<file path="src/rtl/gpio_pkg.sv">
package gpio_pkg;
  localparam int unsigned OFS_W = 12;
  localparam logic [OFS_W-1:0] OFS_DIN  = 12'h000;
  localparam logic [OFS_W-1:0] OFS_DOUT = 12'h004;
  localparam logic [OFS_W-1:0] OFS_DIR  = 12'h008;
  localparam logic [OFS_W-1:0] OFS_EDGE = 12'h00C;
  localparam logic [OFS_W-1:0] OFS_MASK = 12'h010;
  localparam logic [OFS_W-1:0] OFS_STS  = 12'h014;
endpackage

</file>
<file path="src/rtl/gpio_sync.sv">
module gpio_sync #(
  parameter int unsigned N = 16
) (
  input  logic         clk_i,
  input  logic         rst_ni,
  input  logic [N-1:0] d_i,
  output logic [N-1:0] q_o
);
  for (genvar g = 0; g < N; g++) begin : g_line
    logic s1_q, s2_q;
    always_ff @(posedge clk_i or negedge rst_ni) begin
      if (!rst_ni) begin
        s1_q <= 1'b0;
        s2_q <= 1'b0;
      end else begin
        s1_q <= d_i[g];
        s2_q <= s1_q;
      end
    end
    assign q_o[g] = s2_q;
  end
endmodule

</file>
<file path="src/rtl/gpio_regfile.sv">
module gpio_regfile
  import gpio_pkg::*;
#(
  parameter int unsigned N  = 16,
  parameter int unsigned DW = 32
) (
  input  logic             clk_i,
  input  logic             rst_ni,
  input  logic             we_i,
  input  logic [OFS_W-1:0] addr_i,
  input  logic [DW-1:0]    wdata_i,
  output logic [N-1:0]     dout_o,
  output logic [N-1:0]     dir_o,
  output logic [N-1:0]     edge_o,
  output logic [N-1:0]     mask_o
);
  logic [N-1:0] wval;
  assign wval = wdata_i[N-1:0];

  always_ff @(posedge clk_i or negedge rst_ni) begin
    if (!rst_ni) begin
      dout_o <= '1;
      dir_o  <= '1;
      edge_o <= '1;
      mask_o <= '1;
    end else if (we_i) begin
      unique case (addr_i)
        OFS_DOUT: dout_o <= wval;
        OFS_DIR:  dir_o  <= wval;
        OFS_EDGE: edge_o <= wval;
        OFS_MASK: mask_o <= wval;
        default:  ;
      endcase
    end
  end
endmodule

</file>
<file path="src/rtl/gpio_irq_status.sv">
module gpio_irq_status #(
  parameter int unsigned N = 16
) (
  input  logic         clk_i,
  input  logic         rst_ni,
  input  logic [N-1:0] lvl_i,
  input  logic [N-1:0] dir_i,
  input  logic [N-1:0] edge_i,
  input  logic [N-1:0] mask_i,
  input  logic [N-1:0] clr_i,
  output logic [N-1:0] evt_o,
  output logic [N-1:0] sts_o,
  output logic         irq_o
);
  logic [N-1:0] prev_q, rise, fall;

  always_ff @(posedge clk_i or negedge rst_ni) begin
    if (!rst_ni) prev_q <= '0;
    else         prev_q <= lvl_i;
  end

  assign rise  = lvl_i & ~prev_q;
  assign fall  = ~lvl_i & prev_q;
  assign evt_o = ((edge_i & rise) | (~edge_i & fall)) & dir_i & ~mask_i;

  // a new event takes priority over a same-cycle clear
  always_ff @(posedge clk_i or negedge rst_ni) begin
    if (!rst_ni) sts_o <= '0;
    else         sts_o <= (sts_o & ~clr_i) | evt_o;
  end

  assign irq_o = |sts_o;
endmodule

</file>
<file path="src/rtl/gpio_edge_irq.sv">
module gpio_edge_irq
  import gpio_pkg::*;
#(
  parameter int unsigned N_LINES = 16,
  parameter int unsigned DATA_W  = 32
) (
  input  logic                clk_i,
  input  logic                rst_ni,
  input  logic [OFS_W-1:0]    addr_i,
  input  logic                we_i,
  input  logic [DATA_W-1:0]   wdata_i,
  output logic [DATA_W-1:0]   rdata_o,
  input  logic [N_LINES-1:0]  pin_i,
  output logic [N_LINES-1:0]  pin_o,
  output logic [N_LINES-1:0]  pin_oe_o,
  output logic                irq_o
);
  localparam int unsigned PAD_W = DATA_W - N_LINES;

  logic [N_LINES-1:0] din, dout_q, dir_q, edge_q, mask_q, sts_q, evt, clr;
  logic [N_LINES-1:0] rsel;

  gpio_sync #(.N(N_LINES)) u_sync (
    .clk_i (clk_i),
    .rst_ni(rst_ni),
    .d_i   (pin_i),
    .q_o   (din)
  );

  gpio_regfile #(.N(N_LINES), .DW(DATA_W)) u_regs (
    .clk_i  (clk_i),
    .rst_ni (rst_ni),
    .we_i   (we_i),
    .addr_i (addr_i),
    .wdata_i(wdata_i),
    .dout_o (dout_q),
    .dir_o  (dir_q),
    .edge_o (edge_q),
    .mask_o (mask_q)
  );

  assign clr = (we_i && addr_i == OFS_STS) ? wdata_i[N_LINES-1:0] : '0;

  gpio_irq_status #(.N(N_LINES)) u_sts (
    .clk_i (clk_i),
    .rst_ni(rst_ni),
    .lvl_i (din),
    .dir_i (dir_q),
    .edge_i(edge_q),
    .mask_i(mask_q),
    .clr_i (clr),
    .evt_o (evt),
    .sts_o (sts_q),
    .irq_o (irq_o)
  );

  assign pin_oe_o = ~dir_q;
  assign pin_o    = dout_q & ~dir_q;

  always_comb begin
    unique case (addr_i)
      OFS_DIN:  rsel = din;
      OFS_DOUT: rsel = dout_q;
      OFS_DIR:  rsel = dir_q;
      OFS_EDGE: rsel = edge_q;
      OFS_MASK: rsel = mask_q;
      OFS_STS:  rsel = sts_q;
      default:  rsel = '0;
    endcase
  end
  assign rdata_o = {{PAD_W{1'b0}}, rsel};
endmodule

</file>
<file path="config.mk">
export PLATFORM = sky130hd
export DESIGN_NAME = gpio_edge_irq
export DESIGN_NICKNAME = d
export VERILOG_FILES = /design/src/rtl/gpio_pkg.sv /design/src/rtl/gpio_sync.sv /design/src/rtl/gpio_regfile.sv /design/src/rtl/gpio_irq_status.sv /design/src/rtl/gpio_edge_irq.sv
export SDC_FILE = /design/constraint.sdc
export NUM_CORES = 1
export LEC_CHECK = 0
export BUFFER_PORTS_ARGS = -buffer_cell sky130_fd_sc_hd__buf_4
export CAP_MARGIN = 30
export CELL_PAD_IN_SITES_DETAIL_PLACEMENT = 1
export CELL_PAD_IN_SITES_GLOBAL_PLACEMENT = 2
export CORE_MARGIN = 1
export CORE_UTILIZATION = 32
export DETAILED_ROUTE_END_ITERATION = 12
export MAX_ROUTING_LAYER = met4
export PLACE_DENSITY_LB_ADDON = 0.1
export SETUP_SLACK_MARGIN = 0.02
export SYNTH_ARGS = -nofsm -noshare
export SYNTH_HDL_FRONTEND = slang
export SYNTH_SLANG_ARGS = --single-unit
</file>
<file path="constraint.sdc">
create_clock -name clk_i -period 2.17 [get_ports clk_i]
set_clock_uncertainty 0.15 [all_clocks]
set_input_delay 0.1085 -clock clk_i [delete_from_list [all_inputs] [get_ports clk_i]]
set_output_delay 0.1085 -clock clk_i [all_outputs]
set_load 0.05 [all_outputs]
</file>
# Word level (Yosys, flattened, before mapping)
# Index checks and enable logic that the tools add are counted.
[word_totals]
ff_bits = 128
output_inout_bits = 65
wordCells = 68
[classes]
eq_ne = 5
n_mux = 2
n_bitwise = 16
reduce_logical = 7
[op_table]
columns = ["operator", "n"]
rows = [
  ["$and A16 B16 Y16", 8],
  ["$not A16 Y16", 6],
  ["$pmux W16 S6", 1],
  ["$or A16 B16 Y16", 2],
  ["$eq A12 B4 Y1 const B", 2],
  ["$eq A12 B5 Y1 const B", 2],
  ["$mux W16", 1],
  ["$reduce_or A16 Y1", 1],
  ["$eq A12 B3 Y1 const B", 1],
  ["$logic_not A12 Y1", 1],
  ["$reduce_and A2 Y1", 4],
  ["$logic_and A1 B1 Y1", 1],
]

# Logic depth before layout (Yosys ltp)
# Gate-level depths: netlist of the first run.
[logic_depth]
ltp_word = 7
ltp_mapped = 7
mapped_depth_nobuf = 4

# By module
# A second synthesis of the first run with hierarchy kept.
[hier_totals]
hier_cells = 503
hier_area_um2 = 6500.0
[modules_own_cells]
columns = ["module", "n_inst", "cells_per_inst", "area_per_inst_um2", "seq_area_each_um2"]
rows = [
  ["gpio_regfile", 1, 143, 2621.3, 1681.6],
  ["gpio_irq_status", 1, 149, 1666.6, 800.8],
  ["gpio_edge_irq", 1, 163, 1291.2, 0.0],
  ["gpio_sync", 1, 48, 920.9, 800.8],
]

# Worst setup path before layout of the first run
# OpenSTA, ideal clock, no wires.
[synth_timing]
path_kind = "input to output"
startpoint = "input addr_i[6]"
endpoint = "output rdata_o[0]"
t_arrival_ns = 2.522
t_required_ns = 1.911
setup_slack_ns = -0.610
stages = 7
n_path_buf = 3
path_cell_list = "or4_1 -> buf_2 -> or3_1 -> clkbuf_1 -> or2_2 -> clkbuf_1 -> o22ai_1"
[synth_via]
elab_chain_cells = 2
word_cells_on_any_way = 7
classes_between = "eq/ne: 5; mux: 1; reduce/logical: 1"
[synth_lines]
columns = ["item", "line_no", "source"]
rows = [
  ["start, declared", "gpio_edge_irq.sv:9", "input logic [OFS_W-1:0] addr_i,"],
  ["$eq A12 B5 Y1, or another cell as far along", "gpio_edge_irq.sv:61", "unique case (addr_i)"],
  ["$pmux W16 S6 (*)", "gpio_edge_irq.sv:61", ""],
  ["end, declared", "gpio_edge_irq.sv:12", "output logic [DATA_W-1:0] rdata_o,"],
]
# Every way passes the cells marked *; elsewhere a longest branch is shown, timed or not.

# Worst setup path after layout of the first run
[layout_timing]
startpoint = "input addr_i[0]"
endpoint = "output rdata_o[1]"
# The elaborated chain is that of the path after synthesis.

==> results of run 1 <==
==> per-stage QoR <==
| stage | instance area, sq um | TNS (ns) | cells | util |
|---|---|---|---|---|
| floorplan | 6130 | -5.91 | 489 | - |
| global placement | 7150 | -10.13 | 802 | 0.398 |
| detailed placement | 7150 | -11.27 | 802 | 0.398 |
| CTS | 8180 | -0.816 | 868 | 0.456 |
| global route | 8190 | -0.818 | 868 | 0.456 |
| finish | 8190 | -0.472 | 868 | 0.456 |
==> critical path: cells and delay by family <==
kind	cells	cell delay, ns
buffers and inverters	3	0.41
AOI/OAI and AO/OA	1	0.20
and+or+nand+nor	3	1.26
==> cells by family after synthesis <==
logic type | after synthesis
muxes | 96
and+or+nand+nor | 108
DFF | 128
other | 1
AOI/OAI and AO/OA | 62
buffers and inverters | 79
==> routing by layer <==
layer / wire [um] / up-vias
li1: - / 1929
met1: 7440 / 2166
met2: 8000 / 92
met3: 529 / 20
met4: 232 / 0
met5: 0 / -
==> area by class of cell <==
class / count / area, sq um / area share
Tap cell: 229 / 287 / 0.0350
Inverter: 42 / 158 / 0.0192
Multi-Input combinational cell: 283 / 2490 / 0.303
Clock buffer: 20 / 457 / 0.0557
Timing Repair Buffer: 155 / 1360 / 0.166
Sequential cell: 128 / 3280 / 0.401
Clock inverter: 11 / 164 / 0.0200
==> placed cells by master, fill, tap and decap left out, types with 10 or more instances in the layout <==
cell                            synthesis  final
sky130_fd_sc_hd__a22oi_1               10     10
sky130_fd_sc_hd__a32o_1                16     16
sky130_fd_sc_hd__buf_4                 16    102
sky130_fd_sc_hd__buf_6                  1     15
sky130_fd_sc_hd__clkbuf_16              0     17
sky130_fd_sc_hd__conb_1                 1     16
sky130_fd_sc_hd__dfrtp_1               64     64
sky130_fd_sc_hd__dfstp_2               64     64
sky130_fd_sc_hd__dlygate4sd3_1          0     33
sky130_fd_sc_hd__inv_1                 42     42
sky130_fd_sc_hd__mux2_2                65     65
sky130_fd_sc_hd__mux2_4                10     10
sky130_fd_sc_hd__mux2i_1               11     11
sky130_fd_sc_hd__mux4_2                10     10
sky130_fd_sc_hd__nand2_1               49     49
sky130_fd_sc_hd__nor2_1                22     17
sky130_fd_sc_hd__nor2b_1               17     17
sky130_fd_sc_hd__o21ai_0               17     17
sky130_fd_sc_hd__o22ai_4                0     10
==> worst max path at each step <==
stage,startpoint,endpoint,cells after the start
floorplan,addr_i[9],u_regs.dir_o[10]$_DFFE_PN1P_,7
global placement,addr_i[9],u_regs.dir_o[11]$_DFFE_PN1P_,6
detailed placement,addr_i[9],u_regs.dir_o[14]$_DFFE_PN1P_,6
CTS,addr_i[10],rdata_o[1],7
global route,addr_i[0],rdata_o[1],7
finish,addr_i[0],rdata_o[1],7
==> state kept, by name, indices dropped and copies added (netlist names) <==
register and flops:
u_sync.g_line.s2_q 16, u_sts.sts_o 16, u_regs.mask_o 16, u_sts.prev_q 16
u_regs.dir_o 16, u_regs.edge_o 16, u_sync.g_line.s1_q 16, u_regs.dout_o 16
==> report_power, final <==
group	internal, uW	total (uW)	switching, uW	leakage [uW]
Clock	1970	3040	1080	0.000302
Combinational	194	477	283	0.00169
Sequential	2460	2500	43.1	0.00144
==> repair_timing <==
action,CTS,global route
hold endpoints to repair,179,0
pin swaps,4,5
resized for setup,18,3
hold buffers,33,0
endpoints found under the setup margin,13,10
buffers inserted,1,0
cloned,1,0
==> run_results.csv, run 1 <==
group,metric,value,unit
outcome,outcome,"finished with violations",
outcome,failed_checks,"negative setup slack",
clock_tree,cts.clk_slew.worst_paths,0.05,ns
global_routing,met3_usage,0.0327,
clock_tree,clock_latency,0.42,ns
clock_tree,cts_made_buffers,17,
synthesis,synth_top_family_by_area,"multiplexers",
clock_tree,htree_num_levels,4,
finish,layout-area-overhead-vs-synth,39.5,%
critical_path,slowest_delay,0.54,ns
synthesis,synth_adder_area_share,0,
global_routing,grt_pass1_vias,4554,
global_routing,gr-usage-all-layers,0.193,
placement,place.detailed.hpwl,11200,um
placement,gp_congestion,0.781,
finish,nFillCells,1892,
critical_path,timing.reg2reg.worst_path_depth,4,
timing,worstMarginPinSlew,0.618,ns
power,total_power,6020,uW
critical_path,path_common_cell,"sky130_fd_sc_hd__buf_6",
die,pin_count,128,
critical_path,required_time_reported_for_the_critical_path_endpoint,1.91,ns
drt,route.vias.total,4207,
drt,firstDrtPassIters,4,
synthesis,yosysWarnings,0,
synthesis,netlist.area_leader.share,0.286,
finish,final_layout_size_suffix_gt1_frac,0.512,
global_routing,grt_most_used_layer,"met2",
hold_path,hold_path_class,"input port to asynchronous set/reset pin",
finish,n_antenna_cell,0,
global_routing,grt_remaining_overflow,0,
synthesis,synth_edf_count,0,
synthesis,synth_ff_type,"sky130_fd_sc_hd__dfstp_2",
synthesis,netlist_top_cells_count,"sky130_fd_sc_hd__mux2_2 (65), sky130_fd_sc_hd__dfrtp_1 (64), sky130_fd_sc_hd__dfstp_2 (64)",
timing,min_period_over_period,1.03,
critical_path,cp_data_arrival_time,1.98,ns
critical_path,worst_r2r_endpoint,"u_sts.sts_o[9]$_DFF_PN0_",
timing,setup-violations-final,11,
synthesis,synth.ff_latch_count,128,
synthesis,synth_top_area_cell,"sky130_fd_sc_hd__dfstp_2",
finish,final_nets,690,
clock_tree,cts-root-to-sink-buffers,2,
drt,initialDrtViolationCount,156,
die,core_region_area,18000,sq um
drt,post_detailed_route_wirelength_per_cell,18.7,um
die,floorplan.initialDensity,0.327,
power,power.density_cell_area,735,nW/um^2
global_routing,grt_max_degree,51,
synthesis,syn-cell-area,5880,sq um
synthesis,synth_sequential_area_ratio,0.559,
synthesis,yosysMostFrequentCell,"sky130_fd_sc_hd__mux2_2",
synthesis,synthesized_area_fraction_occupied_by_ao_oa_aoi_and_oai_cells,0.0767,
timing,clock.fmax,0.446,GHz
global_routing,grt_first_pass_wirelength,25800,um
critical_path,crit_path_top_delay_cell,"sky130_fd_sc_hd__or4_4",
die,die-height,138,um
critical_path,timing.setup.critical_path_class,"input port to output pin",
critical_path,critPathMaxFanout,5,
critical_path,setup.worst_path.end_class,"output pin",
power,total_leakage_power,0.00343,uW
placement,port_buffers,95,
synthesis,ys_async_sr_fraction,1.00,
timing,postLayoutSetupSlackWorst,-0.0717,ns
global_routing,antenna_violations_before_repair,0,
drt,routed_via_density,4.85,
synthesis,synthXorXnorAreaFrac,0,
global_routing,globalRouteMet1Util,0.244,
die,floorplan.die_area,18900,sq um
synthesis,yosysUniqueCellTypes,35,
synthesis,synth.mux.area_fraction,0.207,
die,rows,49,
drt,drc_errors,0,
critical_path,worstPathCellList,"buf_6 > or4_4 > buf_6 > or3_4 > or2_4 > o22ai_4 > buf_6",
global_routing,globalRouteMet2Util,0.312,
synthesis,syn_inst,474,
timing,slew_headroom,0.584,
critical_path,r2r_setup_slack,0.86,ns
synthesis,synthesis.area_per_instance,12.4,sq um
timing,fin_hold_ws,0.0624,ns
synthesis,leading_post_synthesis_cells_by_cell_area,"sky130_fd_sc_hd__dfstp_2 (29%), sky130_fd_sc_hd__dfrtp_1 (27%), sky130_fd_sc_hd__mux2_2 (12%), sky130_fd_sc_hd__mux4_2 (3.8%), sky130_fd_sc_hd__nand2_1 (3.1%)",
power,ir_worst_vdd,547,uV
synthesis,post_synthesis_share_of_cell_area_spent_on_and_or_nand_and_nor_gates,0.0909,
clock_tree,cts_tree,"built",
critical_path,timing.rr.start,"u_regs.edge_o[9]$_DFFE_PN1P_",
timing,final_max_slew_viol_count,0,
timing,rsz0062_at_grt,"true",
drt,ant_nets,0,
critical_path,worst_setup_path_start_kind,"input port",
timing,final_hold_viol_count,0,
drt,drt-total-wl,16200,um
die,die-width,138,um
clock_tree,clkSinkCount,128,
placement,preCtsSetupSlack,-0.320,ns
job,drv_cap,0,
timing,layout_min_cycle_time,2.24,ns
clock_tree,root_buffer,"sky130_fd_sc_hd__clkbuf_16",
Power figures use the tool's default switching activity.
==> inputs of run 2 (changes only) <==
Settings changed: ABC_AREA from default to 1, CORE_UTILIZATION 32 to 29, MAX_ROUTING_LAYER met4 to default.
==> run 2 against run 1 <==
The run now ends clean. First-iteration DRC count increased by 52%. Critical path depth decreased by 4. Global-route usage is 0.17 points lower. Critical endpoint is now irq_o. Die area is 11% higher. Register-to-register slack better by 0.11 ns. Cell count up 31%. Clock power shrank 9.9%. Setup slack improved by 0.25 ns. Sequential power hardly changed. Utilization down 5.4 points. Non-clock buffer count increased by 2. Highest routed layer unchanged.
==> run_results.csv, run 2 <==
group,metric,value,unit
synthesis,synth.ff_latch_count,128,
die,pin_count,128,
die,die-height,145,um
timing,rsz0062_at_grt,"false",
synthesis,yosysMostFrequentCell,"sky130_fd_sc_hd__nand2_1",
drt,initialDrtViolationCount,237,
clock_tree,cts_made_buffers,17,
finish,final_nets,920,
placement,port_buffers,95,
synthesis,yosysWarnings,0,
placement,placedInstanceArea,7040,sq um
clock_tree,cts.clk_slew.worst_paths,0.06,ns
critical_path,timing.setup.critical_path_class,"flop to output pin",
drt,post_detailed_route_wirelength_per_cell,16.7,um
global_routing,grt_remaining_overflow,0,
die,floorplan.initialDensity,0.300,
power,power.density_cell_area,704,nW/um^2
timing,clock.fmax,0.501,GHz
synthesis,synth_ff_type,"sky130_fd_sc_hd__dfstp_2",
finish,stdcell_area,7940,sq um
critical_path,cp_data_arrival_time,1.74,ns
die,core_region_area,19700,sq um
synthesis,syn_inst,712,
drt,drt-total-wl,18900,um
critical_path,required_time_reported_for_the_critical_path_endpoint,1.91,ns
timing,layout_min_cycle_time,2.00,ns
clock_tree,cts-root-to-sink-buffers,2,
finish,final_common_cell,"sky130_fd_sc_hd__nand2_1",
synthesis,synth_top_area_cell,"sky130_fd_sc_hd__dfstp_2",
synthesis,synth_sequential_area_ratio,0.554,
synthesis,synth_edf_count,0,
placement,gp_congestion,0.814,
synthesis,syn-cell-area,5920,sq um
clock_tree,clock_latency,0.41,ns
drt,firstDrtPassIters,4,
global_routing,antenna_violations_before_repair,0,
timing,setup-violations-final,0,
timing,min_period_over_period,0.919,
die,die-width,145,um
finish,layout-area-overhead-vs-synth,34.0,%
synthesis,yosysUniqueCellTypes,21,
critical_path,worst_setup_path_start_kind,"flop",
critical_path,setup.worst_path.end_class,"output pin",
clock_tree,cts_tree,"built",
hold_path,hold_path_class,"input port to flop",
finish,layout.cells.most_common_list,"sky130_fd_sc_hd__nand2_1 (164), sky130_fd_sc_hd__buf_4 (118), sky130_fd_sc_hd__inv_1 (92), sky130_fd_sc_hd__nand3_1 (85), sky130_fd_sc_hd__o21ai_0 (69)",
drt,ant_nets,0,
global_routing,grt_max_degree,71,
clock_tree,root_buffer,"sky130_fd_sc_hd__clkbuf_16",
timing,final_hold_viol_count,0,
power,total_leakage_power,0.00378,uW
global_routing,gr-usage-all-layers,0.191,
synthesis,leading_post_synthesis_cells_by_cell_area,"sky130_fd_sc_hd__dfstp_2 (28%), sky130_fd_sc_hd__dfrtp_1 (27%), sky130_fd_sc_hd__nand2_1 (10%), sky130_fd_sc_hd__nand3_1 (7.2%), sky130_fd_sc_hd__inv_1 (5.8%)",
clock_tree,clkSinkCount,128,
finish,nFillCells,2375,
die,floorplan.die_area,21000,sq um
synthesis,netlist.area_leader.share,0.284,
drt,routed_via_density,4.60,
synthesis,synthesis.area_per_instance,8.32,sq um
job,drv_cap,0,
synthesis,netlist_top_cells_count,"sky130_fd_sc_hd__nand2_1 (164), sky130_fd_sc_hd__inv_1 (92), sky130_fd_sc_hd__nand3_1 (85)",
drt,route.vias.total,5224,
die,rows,51,
global_routing,grt_first_pass_wirelength,31000,um
critical_path,critPathMaxFanout,3,
drt,drc_errors,0,
synthesis,ys_async_sr_fraction,1.00,
finish,final_layout_size_suffix_gt1_frac,0.267,
placement,place.detailed.hpwl,13100,um
timing,finalSetupTns,0,ns
clock_tree,htree_num_levels,4,
clock_tree,post-cts-setup-buffers,0,
global_routing,grt_pass1_vias,5626,
timing,final_max_slew_viol_count,0,
outcome,outcome,"finished, final reports clean",
finish,n_antenna_cell,0,
power,ir_worst_vdd,439,uV
-- run 2: changes by cell type in the layout (fill, tap and decap cells not counted), sizes merged, moves of 11 or more --
| cell | change |
|---|---|
| nor2b | -17 |
| a32o | -16 |
| a21oi | +12 |
| nor3 | +11 |
| o21ai | +95 |
| mux2i | -11 |
| nand3 | +86 |
| mux2 | -75 |
| nor2 | +25 |
| nand2 | +117 |
| inv | +54 |
-- run 2: cells by family (layout without fill, tap and decap cells) --
family                 Yosys count  count (layout)  share of synthesized area
AO/OA/AOI/OAI                  127             127                      0.107
buffers and inverters          140             283                      0.107
flip-flops                     128             128                      0.554
other                            1              16                   0.000633
AND/OR/NAND/NOR                316             316                      0.231
-- run 2: cell type report --
| cell class | count | area [sq um] | share of cell area |
|---|---|---|---|
| timing repair buffer | 157 | 1340 | 0.168 |
| clock inverter | 13 | 111 | 0.0140 |
| inverter | 94 | 353 | 0.0445 |
| clock buffer | 19 | 453 | 0.0571 |
| sequential | 128 | 3280 | 0.414 |
| multi-input combinational | 459 | 2070 | 0.261 |
| tap | 265 | 332 | 0.0418 |
-- run 2: metal layers --
| layer | up-vias | share of wire | GRT usage | wire length [um] |
|---|---|---|---|---|
| met5 | - | 0 | 0 | 0 |
| met4 | 0 | 0.012 | 0.0564 | 223 |
| met3 | 16 | 0.027 | 0.0358 | 504 |
| met2 | 85 | 0.49 | 0.323 | 9250 |
| met1 | 2590 | 0.47 | 0.247 | 8930 |
| li1 | 2533 | - | - | - |
-- run 2: through the flow --
step | util | hold WS (ns) | cells | power (uW) | setup slack (ns)
2_1_floorplan | - | -0.337 | 727 | 2670 | 0.581
3_3_place_gp | 0.357 | 0.00227 | 1070 | 2840 | 0.323
3_5_place_dp | 0.357 | 0.00618 | 1070 | 2840 | 0.252
4_1_cts | 0.403 | 0.0216 | 1135 | 5670 | 0.0966
5_1_grt | 0.403 | 0.0695 | 1135 | 5810 | 0.0446
6_report | 0.403 | 0.0366 | 1135 | 5590 | 0.175
-- run 2: what timing repair did --
action	in CTS	in global routing
hold buffers	33	0
hold endpoints to repair	224	0
resized for setup	1	0
endpoints found under the setup margin	1	0
-- run 2: final timing paths --
| kind | startpoint | end | slack [ns] | cells after the start |
|---|---|---|---|---|
| worst min register to register | u_sync.g_line[5].s1_q$_DFF_PN0_ | u_sync.g_line[5].s2_q$_DFF_PN0_ | 0.20 | 0 |
| worst min-delay path | we_i | u_regs.dout_o[7]$_DFFE_PN1P_ | 0.04 | 4 |
| min in group asynchronous | rst_ni | u_sts.prev_q[15]$_DFF_PN0_ | 0.10 | 3 |
| worst max register to register | u_regs.edge_o[13]$_DFFE_PN1P_ | u_sts.sts_o[13]$_DFF_PN0_ | 0.97 | 5 |
| worst max-delay path | u_sts.sts_o[14]$_DFF_PN0_ | irq_o | 0.17 | 3 |
| max in group asynchronous | rst_ni | u_regs.dout_o[10]$_DFFE_PN1P_ | 1.38 | 3 |
-- run 2: worst max-delay path, cell delays in order, from the launching register on --
cell,delay [ns]
sky130_fd_sc_hd__dfrtp_1,0.40
sky130_fd_sc_hd__nor4_1,0.44
sky130_fd_sc_hd__nand4_1,0.23
sky130_fd_sc_hd__buf_4,0.26
-- run 2: where the power goes --
part	switching [uW]	internal (uW)	total [uW]
Clock	1110	1630	2740
Sequential	31.8	2450	2480
Combinational	230	133	362
Total	1370	4220	5590
==> inputs of run 3 (changes only) <==
Settings changed: PLACE_DENSITY from default to 0.78, PLACE_DENSITY_LB_ADDON 0.1 to default.
==> run 3 against run 2 <==
Die area is the same. Critical endpoint unchanged. Sequential power is essentially flat. Setup slack lost 0.057 ns. Critical path depth is the same. Cell count shrank 0.18%.
==> run_results.csv, run 3 (same netlist as run 2, synthesis figures left out) <==
group,metric,value,unit
critical_path,required_time_reported_for_the_critical_path_endpoint,1.91,ns
critical_path,cp_endpoint,"irq_o",
clock_tree,clkSinkCount,128,
critical_path,crit_path_top_delay_cell,"sky130_fd_sc_hd__nor4_1",
clock_tree,cts-root-to-sink-buffers,2,
critical_path,critical_path_depth,3,
die,floorplan.die_area,21000,sq um
clock_tree,cts.clk_slew.worst_paths,0.05,ns
power,power.density_cell_area,709,nW/um^2
timing,slew_headroom,0.626,
placement,place.detailed.hpwl,12600,um
clock_tree,cts-resized-gates,0,
critical_path,r2r_setup_slack,0.99,ns
outcome,outcome,"finished, final reports clean",
global_routing,grt_remaining_overflow,0,
timing,final_max_slew_viol_count,0,
clock_tree,clock_latency,0.43,ns
global_routing,antenna_violations_before_repair,0,
finish,layout.cells.most_common_list,"sky130_fd_sc_hd__nand2_1 (164), sky130_fd_sc_hd__buf_4 (116), sky130_fd_sc_hd__inv_1 (92), sky130_fd_sc_hd__nand3_1 (85), sky130_fd_sc_hd__o21ai_0 (69)",
global_routing,grt_pass1_vias,5559,
die,die-width,145,um
critical_path,worst_r2r_endpoint,"u_sts.sts_o[13]$_DFF_PN0_",
timing,min_period_over_period,0.946,
drt,firstDrtPassIters,4,
critical_path,crit_buf_inv,1,
finish,final_layout_size_suffix_gt1_frac,0.257,
drt,ant_nets,0,
hold_path,hold_path_class,"input port to flop",
drt,drc_errors,0,
die,floorplan.initialDensity,0.300,
power,ir_worst_vdd,514,uV
timing,layout_min_cycle_time,2.05,ns
clock_tree,cts_tree,"built",
drt,route.vias.total,5171,
drt,drt-total-wl,18200,um
placement,port_buffers,95,
finish,nFillCells,2344,
finish,sequential_cell_area,3280,sq um
critical_path,timing.reg2reg.worst_path_depth,4,
critical_path,timing.rr.start,"u_regs.dir_o[13]$_DFFE_PN1P_",
drt,post_detailed_route_wirelength_per_cell,16.0,um
critical_path,cp_data_arrival_time,1.79,ns
timing,setup-violations-final,0,
critical_path,critPathMaxFanout,3,
timing,clock.fmax,0.487,GHz
timing,finalSetupTns,0,ns
critical_path,slowest_delay,0.53,ns
timing,rsz0062_at_grt,"false",
die,core_region_area,19700,sq um
clock_tree,postCtsHoldBufs,33,
placement,placedInstanceArea,7020,sq um
drt,routed_via_density,4.56,
power,total_leakage_power,0.00377,uW
clock_tree,cts_made_buffers,17,
clock_tree,htree_num_levels,4,
drt,initialDrtViolationCount,205,
finish,n_antenna_cell,0,
critical_path,crit_start,"u_sts.sts_o[3]$_DFF_PN0_",
finish,final_common_cell,"sky130_fd_sc_hd__nand2_1",
critical_path,top_cell_family_by_delay_on_the_critical_path,"simple AND/OR/NAND/NOR gates",
clock_tree,root_buffer,"sky130_fd_sc_hd__clkbuf_16",
die,pin_count,128,
global_routing,gr-usage-all-layers,0.185,
die,rows,51,
finish,layout-area-overhead-vs-synth,33.7,%
die,die-height,145,um
clock_tree,post-cts-setup-buffers,0,
timing,worstMarginPinSlew,0.555,ns
critical_path,setup.worst_path.end_class,"output pin",
global_routing,grt_first_pass_wirelength,30100,um
placement,gp_congestion,0.808,
job,drv_cap,0,
finish,stdcell_area,7920,sq um
critical_path,timing.setup.critical_path_class,"flop to output pin",
timing,final_hold_viol_count,0,
critical_path,worstPathCellList,"nor4_1 > nand4_1 > buf_4",
finish,final_nets,918,
hold_path,number_of_stages_on_the_worst_hold_path,4,
critical_path,worst_setup_path_start_kind,"flop",
global_routing,grt_max_degree,56,
finish,multi_input_comb_area,2060,sq um
run 3: metal layers:
layer  vias to the layer above  GRT usage  wire [um]
met4                         0     0.0707        317
met5                         -          0          0
met2                       111      0.307       8670
met3                        22     0.0374        660
li1                       2530          -          -
met1                      2508      0.237       8520
run 3: report_power, final:
| group | switching, uW | total (uW) | internal (uW) |
|---|---|---|---|
| sequential | 32.6 | 2490 | 2450 |
| clock | 1020 | 2770 | 1740 |
| combinational | 227 | 360 | 134 |
| total | 1280 | 5610 | 4330 |
run 3: worst min-delay path by stage:
stage,start,end
2_1_floorplan,rst_ni,u_sts.prev_q[0]$_DFF_PN0_
3_3_place_gp,rst_ni,u_sync.g_line[15].s1_q$_DFF_PN0_
3_5_place_dp,rst_ni,u_sync.g_line[15].s1_q$_DFF_PN0_
4_1_cts,we_i,u_regs.dout_o[6]$_DFFE_PN1P_
5_1_grt,we_i,u_regs.mask_o[8]$_DFFE_PN1P_
6_report,we_i,u_regs.mask_o[4]$_DFFE_PN1P_
run 3: through the flow:
stage               total power [uW]  setup WS (ns)  cells  hold WS, ns   util
floorplan                       2670          0.581    727       -0.337      -
global placement                2830          0.289   1068      -0.0634  0.356
detailed placement              2840          0.263   1068      -0.0571  0.356
CTS                             5690         0.0206   1133       0.0224  0.401
global route                    5810         0.0318   1133       0.0563  0.401
finish                          5610          0.118   1133       0.0290  0.401
run 3: worst reg2reg max path: stages, from the launching register on:
cell and delay, ns:
sky130_fd_sc_hd__dfstp_2 0.54, sky130_fd_sc_hd__inv_1 0.08, sky130_fd_sc_hd__nor3_1 0.20, sky130_fd_sc_hd__nand2_1 0.08
sky130_fd_sc_hd__nand2_1 0.07
run 3: area by class of cell:
type                       count  area share
timing repair buffer         155       0.167
multi-input combinational    459       0.261
sequential                   128       0.415
tap                          265      0.0419
clock inverter                 7      0.0111
inverter                      94      0.0446
clock buffer                  25      0.0601
